### src/rtl/u32_limb_pkg.sv
package u32_limb_pkg;

  // operation codes carried on reqOp
  localparam int OP_ADD  = 0;
  localparam int OP_MUL  = 1;
  localparam int OP_CADD = 2;
  localparam int OP_CMUL = 3;
  localparam int NUM_OPS = 4;

  typedef enum logic [1:0] {
    FLT_NONE  = 2'd0,
    FLT_OVF   = 2'd1,
    FLT_RANGE = 2'd2,
    FLT_OP    = 2'd3
  } fault_e;

  // strobes from control to datapath
  typedef struct packed {
    logic load;       // latch request operands, clear results
    logic finishOne;  // single-cycle completion (add or error)
    logic stepCol;    // compute one product column
  } strobe_t;

endpackage

### src/rtl/u32_limb_datapath.sv
module u32_limb_datapath
  import u32_limb_pkg::*;
#(
  parameter int LIMB_W    = 12,
  parameter int NUM_LIMBS = 3,
  parameter int TOP_W     = 8,
  parameter int OP_W      = 3,
  parameter int NUM_COLS  = 2 * NUM_LIMBS - 1,
  parameter int CARRY_W   = LIMB_W + $clog2(NUM_LIMBS) + 2
) (
  input  logic                          clk,
  input  logic                          rstN,
  input  strobe_t                       stb,
  input  logic [NUM_LIMBS*LIMB_W-1:0]   reqA,
  input  logic [NUM_LIMBS*LIMB_W-1:0]   reqB,
  input  logic [OP_W-1:0]               reqOp,
  output logic                          isMul,
  output logic                          errFlag,
  output logic                          lastCol,
  output logic [NUM_COLS*LIMB_W-1:0]    rspLimbs,
  output logic [NUM_COLS*CARRY_W-1:0]   rspCarry,
  output logic                          rspOverflow,
  output fault_e                        rspFault
);

  localparam int SUM_W = LIMB_W + CARRY_W;
  localparam int CI_W  = $clog2(NUM_COLS);

  logic [LIMB_W-1:0]  opA [NUM_LIMBS];
  logic [LIMB_W-1:0]  opB [NUM_LIMBS];
  logic [OP_W-1:0]    opSel;
  logic [LIMB_W-1:0]  resLimb  [NUM_COLS];
  logic [CARRY_W-1:0] resCarry [NUM_COLS];
  logic [CI_W-1:0]    colIdx;
  fault_e             errCode;

  logic opValid, isChecked, rangeBad, rawOvf, keepRaw;
  logic [LIMB_W-1:0]  addLimb  [NUM_LIMBS];
  logic [CARRY_W-1:0] addCarry [NUM_LIMBS];
  logic [SUM_W-1:0]   colSum;

  // operation decode and input range check
  assign opValid   = opSel < OP_W'(NUM_OPS);
  assign isMul     = (opSel == OP_W'(OP_MUL)) || (opSel == OP_W'(OP_CMUL));
  assign isChecked = (opSel == OP_W'(OP_CADD)) || (opSel == OP_W'(OP_CMUL));
  assign rangeBad  = (|opA[NUM_LIMBS-1][LIMB_W-1:TOP_W]) ||
                     (|opB[NUM_LIMBS-1][LIMB_W-1:TOP_W]);
  assign errFlag   = !opValid || rangeBad;
  assign lastCol   = colIdx == CI_W'(NUM_COLS - 1);

  // ripple carry chain across the operand limbs
  always_comb begin
    logic [SUM_W-1:0]   acc;
    logic [CARRY_W-1:0] cin;
    cin = '0;
    for (int k = 0; k < NUM_LIMBS; k++) begin
      acc = SUM_W'(opA[k]) + SUM_W'(opB[k]) + SUM_W'(cin);
      addLimb[k]  = acc[LIMB_W-1:0];
      addCarry[k] = acc[SUM_W-1:LIMB_W];
      cin = addCarry[k];
    end
  end

  // one schoolbook column: partial products on the anti-diagonal plus carry-in
  always_comb begin
    colSum = '0;
    for (int k = 0; k < NUM_COLS - 1; k++)
      if (CI_W'(k + 1) == colIdx) colSum = SUM_W'(resCarry[k]);
    for (int i = 0; i < NUM_LIMBS; i++)
      for (int j = 0; j < NUM_LIMBS; j++)
        if (CI_W'(i + j) == colIdx)
          colSum = colSum + SUM_W'(opA[i]) * SUM_W'(opB[j]);
  end

  always_ff @(posedge clk) begin
    if (!rstN) begin
      for (int k = 0; k < NUM_LIMBS; k++) begin
        opA[k] <= '0;
        opB[k] <= '0;
      end
      for (int k = 0; k < NUM_COLS; k++) begin
        resLimb[k]  <= '0;
        resCarry[k] <= '0;
      end
      opSel   <= '0;
      colIdx  <= '0;
      errCode <= FLT_NONE;
    end else if (stb.load) begin
      for (int k = 0; k < NUM_LIMBS; k++) begin
        opA[k] <= reqA[k*LIMB_W +: LIMB_W];
        opB[k] <= reqB[k*LIMB_W +: LIMB_W];
      end
      for (int k = 0; k < NUM_COLS; k++) begin
        resLimb[k]  <= '0;
        resCarry[k] <= '0;
      end
      opSel   <= reqOp;
      colIdx  <= '0;
      errCode <= FLT_NONE;
    end else if (stb.finishOne) begin
      if (!opValid) errCode <= FLT_OP;
      else if (rangeBad) errCode <= FLT_RANGE;
      else begin
        for (int k = 0; k < NUM_LIMBS; k++) begin
          resLimb[k]  <= addLimb[k];
          resCarry[k] <= addCarry[k];
        end
      end
    end else if (stb.stepCol) begin
      resLimb[colIdx]  <= colSum[LIMB_W-1:0];
      resCarry[colIdx] <= colSum[SUM_W-1:LIMB_W];
      colIdx           <= colIdx + 1'b1;
    end
  end

  // anything beyond 32 bits: high bits of the top operand limb, higher limbs, late carries
  always_comb begin
    rawOvf = |resLimb[NUM_LIMBS-1][LIMB_W-1:TOP_W];
    for (int k = NUM_LIMBS; k < NUM_COLS; k++) rawOvf = rawOvf || (|resLimb[k]);
    for (int k = NUM_LIMBS - 1; k < NUM_COLS; k++) rawOvf = rawOvf || (|resCarry[k]);
  end

  assign keepRaw     = isChecked || (errCode != FLT_NONE);
  assign rspOverflow = rawOvf;

  always_comb begin
    for (int k = 0; k < NUM_COLS; k++) begin
      rspCarry[k*CARRY_W +: CARRY_W] = resCarry[k];
      if (keepRaw || k < NUM_LIMBS - 1)
        rspLimbs[k*LIMB_W +: LIMB_W] = resLimb[k];
      else if (k == NUM_LIMBS - 1)
        rspLimbs[k*LIMB_W +: LIMB_W] = LIMB_W'(resLimb[k][TOP_W-1:0]);
      else
        rspLimbs[k*LIMB_W +: LIMB_W] = '0;
    end
  end

  assign rspFault = (errCode != FLT_NONE) ? errCode :
                    (isChecked && rawOvf) ? FLT_OVF : FLT_NONE;

  AST_ERR_ZERO: assert property (@(posedge clk) disable iff (!rstN)
    (rspFault == FLT_RANGE || rspFault == FLT_OP) |->
      (rspLimbs == '0 && rspCarry == '0 && !rspOverflow));

  AST_CHECKED_OVF: assert property (@(posedge clk) disable iff (!rstN)
    (rspFault == FLT_OVF) |-> rspOverflow);

  AST_ADD_HIGH_ZERO: assert property (@(posedge clk) disable iff (!rstN)
    (stb.finishOne && !errFlag) |=>
      (rspLimbs[NUM_COLS*LIMB_W-1:NUM_LIMBS*LIMB_W] == '0 &&
       rspCarry[NUM_COLS*CARRY_W-1:NUM_LIMBS*CARRY_W] == '0));

endmodule

### src/rtl/u32_limb_ctrl.sv
module u32_limb_ctrl
  import u32_limb_pkg::*;
#(
  parameter int NUM_COLS = 5
) (
  input  logic    clk,
  input  logic    rstN,
  input  logic    reqValid,
  output logic    reqReady,
  output logic    rspValid,
  input  logic    rspReady,
  input  logic    isMul,
  input  logic    errFlag,
  input  logic    lastCol,
  output strobe_t stb
);

  localparam int CNT_W = $clog2(NUM_COLS + 1) + 1;

  typedef enum logic [1:0] {ST_IDLE, ST_EXEC, ST_RESP} state_e;
  state_e state, stateNxt;

  always_comb begin
    stb      = '0;
    stateNxt = state;
    reqReady = (state == ST_IDLE);
    rspValid = (state == ST_RESP);
    case (state)
      ST_IDLE: if (reqValid) begin
        stb.load = 1'b1;
        stateNxt = ST_EXEC;
      end
      ST_EXEC: if (errFlag || !isMul) begin
        stb.finishOne = 1'b1;
        stateNxt      = ST_RESP;
      end else begin
        stb.stepCol = 1'b1;
        if (lastCol) stateNxt = ST_RESP;
      end
      ST_RESP: if (rspReady) stateNxt = ST_IDLE;
      default: stateNxt = ST_IDLE;
    endcase
  end

  always_ff @(posedge clk) begin
    if (!rstN) state <= ST_IDLE;
    else       state <= stateNxt;
  end

  // cycles spent executing the current request
  logic [CNT_W-1:0] execCycles;
  always_ff @(posedge clk) begin
    if (!rstN || stb.load) execCycles <= '0;
    else if (state == ST_EXEC) execCycles <= execCycles + 1'b1;
  end

  AST_REQ_BLOCKED: assert property (@(posedge clk) disable iff (!rstN)
    rspValid |-> !reqReady);

  AST_LATENCY: assert property (@(posedge clk) disable iff (!rstN)
    $rose(rspValid) |-> (execCycles == CNT_W'(1) || execCycles == CNT_W'(NUM_COLS)));

endmodule

### src/rtl/u32_limb_arith.sv
module u32_limb_arith
  import u32_limb_pkg::*;
#(
  parameter int LIMB_W    = 12,
  parameter int NUM_LIMBS = 3,
  parameter int TOP_W     = 8,
  parameter int OP_W      = 3,
  parameter int NUM_COLS  = 2 * NUM_LIMBS - 1,
  parameter int CARRY_W   = LIMB_W + $clog2(NUM_LIMBS) + 2
) (
  input  logic                        clk,
  input  logic                        rstN,
  input  logic                        reqValid,
  output logic                        reqReady,
  input  logic [NUM_LIMBS*LIMB_W-1:0] reqA,
  input  logic [NUM_LIMBS*LIMB_W-1:0] reqB,
  input  logic [OP_W-1:0]             reqOp,
  output logic                        rspValid,
  input  logic                        rspReady,
  output logic [NUM_COLS*LIMB_W-1:0]  rspLimbs,
  output logic [NUM_COLS*CARRY_W-1:0] rspCarry,
  output logic                        rspOverflow,
  output logic [1:0]                  rspFault
);

  strobe_t stb;
  logic    isMul, errFlag, lastCol;
  fault_e  faultCode;

  u32_limb_ctrl #(.NUM_COLS(NUM_COLS)) i_ctrl (
    .clk(clk), .rstN(rstN),
    .reqValid(reqValid), .reqReady(reqReady),
    .rspValid(rspValid), .rspReady(rspReady),
    .isMul(isMul), .errFlag(errFlag), .lastCol(lastCol),
    .stb(stb)
  );

  u32_limb_datapath #(
    .LIMB_W(LIMB_W), .NUM_LIMBS(NUM_LIMBS), .TOP_W(TOP_W), .OP_W(OP_W),
    .NUM_COLS(NUM_COLS), .CARRY_W(CARRY_W)
  ) i_dp (
    .clk(clk), .rstN(rstN), .stb(stb),
    .reqA(reqA), .reqB(reqB), .reqOp(reqOp),
    .isMul(isMul), .errFlag(errFlag), .lastCol(lastCol),
    .rspLimbs(rspLimbs), .rspCarry(rspCarry),
    .rspOverflow(rspOverflow), .rspFault(faultCode)
  );

  assign rspFault = faultCode;

  AST_RSP_HOLD: assert property (@(posedge clk) disable iff (!rstN)
    (rspValid && !rspReady) |=>
      (rspValid && $stable(rspLimbs) && $stable(rspCarry) &&
       $stable(rspOverflow) && $stable(rspFault)));

endmodule

### config.mk
export PLATFORM = sky130hd
export DESIGN_NAME = u32_limb_arith
export DESIGN_NICKNAME = d
export VERILOG_FILES = /design/src/rtl/u32_limb_pkg.sv /design/src/rtl/u32_limb_datapath.sv /design/src/rtl/u32_limb_ctrl.sv /design/src/rtl/u32_limb_arith.sv
export SDC_FILE = /design/constraint.sdc
export NUM_CORES = 2
export LEC_CHECK = 0
export ABC_CLOCK_PERIOD_IN_PS = 33400
export BUFFER_PORTS_ARGS = -buffer_cell sky130_fd_sc_hd__buf_2
export CAP_MARGIN = 5
export CORE_MARGIN = 2
export CORE_UTILIZATION = 65
export CTS_BUF_LIST = sky130_fd_sc_hd__clkbuf_8 sky130_fd_sc_hd__clkbuf_16
export DETAILED_ROUTE_END_ITERATION = 12
export PLACE_DENSITY = 0.93
export SLEW_MARGIN = 20
export SYNTH_ARGS = -nofsm -noshare
export SYNTH_HDL_FRONTEND = slang
export SYNTH_SLANG_ARGS = --single-unit
### constraint.sdc
create_clock -name clk -period 33.4 [get_ports clk]
set_input_delay 6.68 -clock clk [delete_from_list [all_inputs] [get_ports clk]]
set_output_delay 6.68 -clock clk [all_outputs]
set_load 0.005 [all_outputs]
==> flow_metrics.py <==
metrics = {
    "run_status": {
        "outcome": "finished clean",
    },
    "critical_path": {
        "timing.rr.start": "i_dp.colIdx[0]",
        "cp-start-kind": "flip-flop",
        "worstPathArrival_ps": 32710,
        "timing.critical_path.to": "i_dp.resCarry[0][12]",
        "path_common_cell": "fa_1",
        "worstSetupEndpointType": "flip-flop",
        "crit_type": "flip-flop to flip-flop",
        "cp_slowest_cell": "fa_1",
        "r2r_cells": 122,
        "slowest_delay_ps": 600,
        "reg2reg_to": "i_dp.resCarry[0][12]",
        "cp-startpoint": "i_dp.colIdx[0]",
        "cp_max_fo": 17,
        "r2r_slack_ps": 980,
        "critPathRequiredTime_ps": 33690,
    },
    "cts": {
        "clk_pin_slew_ps": 80,
        "cts_buffer_depth": 3,
        "cts_buffers": 21,
        "clock_sinks": 222,
        "holdBufCountCts": 0,
        "clkLatencyLatePin_ps": 560,
        "tritoncts": "built",
        "cts_max_level": 1,
        "clockRootBuffer": "clkbuf_16",
    },
    "grt": {
        "first_global_vias": 56900,
        "grt_pass1_wl_um": 316000,
        "track_usage_pct": 42.1,
        "antenna_found_initial": 22,
        "grt_max_degree": 95,
        "grt_overflow": 0,
    },
    "finish": {
        "final_area_sq_um": 66400,
        "areaGrowthSynthToFinish_pct": 5.37,
        "num-fill-cells": 6887,
        "drive_gt1_share_pct": 6.94,
        "multi_input_area_sq_um": 49600,
        "final_common_cell": "inv_1",
        "num-nets-final": 9116,
        "ff_latch_area_sq_um": 6570,
        "final_cells": 8571,
        "mostFrequentLayoutCells": "inv_1, fa_1, nand2_1",
    },
    "floorplanning": {
        "ios": 224,
        "die_area_sq_um": 99400,
        "start_util_pct": 65.4,
        "dieWidth_um": 315,
        "die_height_um": 315,
        "core_sq_um": 96300,
        "core.rowCount": 114,
    },
    "logic_synthesis": {
        "yosys_warnings": 0,
        "syn-num-nets": 9080,
        "syn_area_sq_um": 63000,
        "synth_flop_cell": "edfxtp_1",
        "yosysUniqueCellTypes": 89,
        "yosysTopAreaCell": "fa_1",
        "yosys.area.top_type_share_pct": 35.1,
        "synth_edf_count": 212,
        "avgSynthCellArea_sq_um": 8.70,
        "synthArstFlopShare_pct": 0,
        "ys_seq_area_share_pct": 10.4,
        "synth-seq-cells": 222,
        "ys_top_cells_by_area": "fa_1, ha_1, edfxtp_1",
        "syn_inst": 7236,
    },
    "sta": {
        "drv_slew": 0,
        "hold_violations": 0,
        "slew_headroom_pct": 12.8,
        "post-route-period-util_pct": 97.1,
        "setup_violations": 0,
        "period_needed_ps": 32420,
        "worst_pin_slew_ps": 1300,
        "fmax_ghz": 0.0308,
        "fin_skew_ps": 20.9,
    },
    "pwr": {
        "p_leak_nw": 33.4,
        "p_comb_share_pct": 89.4,
        "power_switching_mw": 3.29,
        "p_clk_share_pct": 4.4,
        "seq_power_share_pct": 6.2,
        "switching_share_pct": 57.4,
        "peakVddDrop_mv": 0.0799,
        "p_int_mw": 2.44,
        "power_density_nw_per_um2": 86.3,
    },
    "place": {
        "dp.cells": 8519,
        "io_buffers": 223,
        "hpwl_um": 163000,
        "place_congestion": 1.06,
        "post_dp_cell_area_sq_um": 65400,
    },
    "routing": {
        "dr_total_vias": 54000,
        "drtAntennaViolNets": 0,
        "post_drt_wl_per_cell_um": 24.4,
        "drtIter0Drc": 6112,
        "via_per_inst": 6.31,
        "drtPass1Iterations": 9,
        "remaining_drc_errors": 0,
        "wl_um": 209000,
    },
    "flow_run": {
        "drv_cap": 0,
    },
    "hold_path": {
        "hold_path_class": "flip-flop to flip-flop",
    },
}
## worst max-delay path: cells and delay by family, from the launching register on
kind / cells / cell delay [ps]
mux: 1 / 160
buf+inv: 28 / 1950
xor+xnor: 5 / 850
simple gates: 11 / 1880
flops: 1 / 410
fa+ha+maj: 46 / 20830
compound gates: 31 / 6000
## routing by layer
metal,wire length (um),global-route usage [%],up-vias
met4,19900,32.6,18
met1,67700,48.2,26300
li1,-,-,22500
met2,92000,65.0,3931
met5,115,0,-
met3,29400,14.4,1272
## cell usage after synthesis (all sizes together) (25+ instances only)
library cell and instances:
a211oi 27, a21o 113, a21oi 256, a31oi 28
and2 604, and3 98, buf 32, clkbuf 321
edfxtp 212, fa 1104, ha 661, inv 1504
mux2 25, mux2i 28, nand2 963, nand3 40
nand4 25, nor2 282, nor2b 42, nor3 35
nor4 30, o211ai 25, o21a 62, o21ai 195
o21bai 37, o22ai 44, xnor2 147, xor2 70
## what timing repair did
action | in CTS | in global routing
setup endpoints to repair | 0 | 45
gates resized for setup | 0 | 53
setup buffers | 0 | 4
## flip-flops by register name (all words and copies together) (netlist names)
signal and cells:
i_ctrl.state 2, i_dp.colIdx 3, i_dp.errCode 2, i_dp.opA 36
i_dp.opB 36, i_dp.opSel 3, i_dp.resCarry 80, i_dp.resLimb 60
## area by class of cell
| type | count | share of cell area (%) |
|---|---|---|
| timing repair buffer | 366 | 3.32 |
| clock buffer | 21 | 0.792 |
| multi-input combinational | 5156 | 74.8 |
| clock inverter | 16 | 0.236 |
| tap | 1276 | 2.41 |
| inverter | 1505 | 8.52 |
| antenna | 9 | 0.0339 |
| sequential | 222 | 9.90 |
## cells by family (layout without fill, tap and decap cells)
logic type               after synthesis  after routing  synth area share, %
AND/OR/NAND/NOR                     2193           2193                 16.9
adder cells (fa/ha/maj)             1765           1765                 48.2
buffers and inverters               1858           1908                 11.1
other                                  0              9                    0
flip-flops                           222            222                 10.4
multiplexers                          53             53                0.892
XOR/XNOR                             218            218                 3.05
AO/OA/AOI/OAI                        927            927                 9.39
## per-stage QoR
stage | setup WS [ps] | hold WS [ps] | setup TNS, ps | utilization, % | power [mW]
floorplan | 2520 | 474 | 0 | - | 3.94
global placement | 876 | 492 | 0 | 67.9 | 5.02
detailed placement | 177 | 504 | 0 | 67.9 | 5.23
CTS | 85.8 | 525 | 0 | 68.6 | 5.51
global route | -131 | 543 | -1020 | 68.9 | 6.24
finish | 978 | 537 | 0 | 68.9 | 5.73
## worst min path at each step
stage	from	end	slack, ps	cells after the start
floorplan	i_dp.opSel[1]	i_dp.opSel[1]	470	2
finish	i_dp.opSel[1]	i_dp.opSel[1]	540	2
CTS	i_dp.opSel[1]	i_dp.opSel[1]	520	2
detailed placement	i_dp.opSel[1]	i_dp.opSel[1]	500	2
global placement	i_dp.opSel[1]	i_dp.opSel[1]	490	2
global route	i_dp.errCode[1]	i_dp.errCode[1]	540	2
## power by group through the flow
stage,Sequential [mW],Combinational [mW],Clock [mW]
after floorplan,0.346,3.59,0
after global placement,0.358,4.67,0
after detailed placement,0.357,4.87,0
after CTS,0.352,4.91,0.250
after global routing,0.353,5.63,0.260
final,0.354,5.12,0.254
Note: power is estimated with default switching activity, not from simulation.
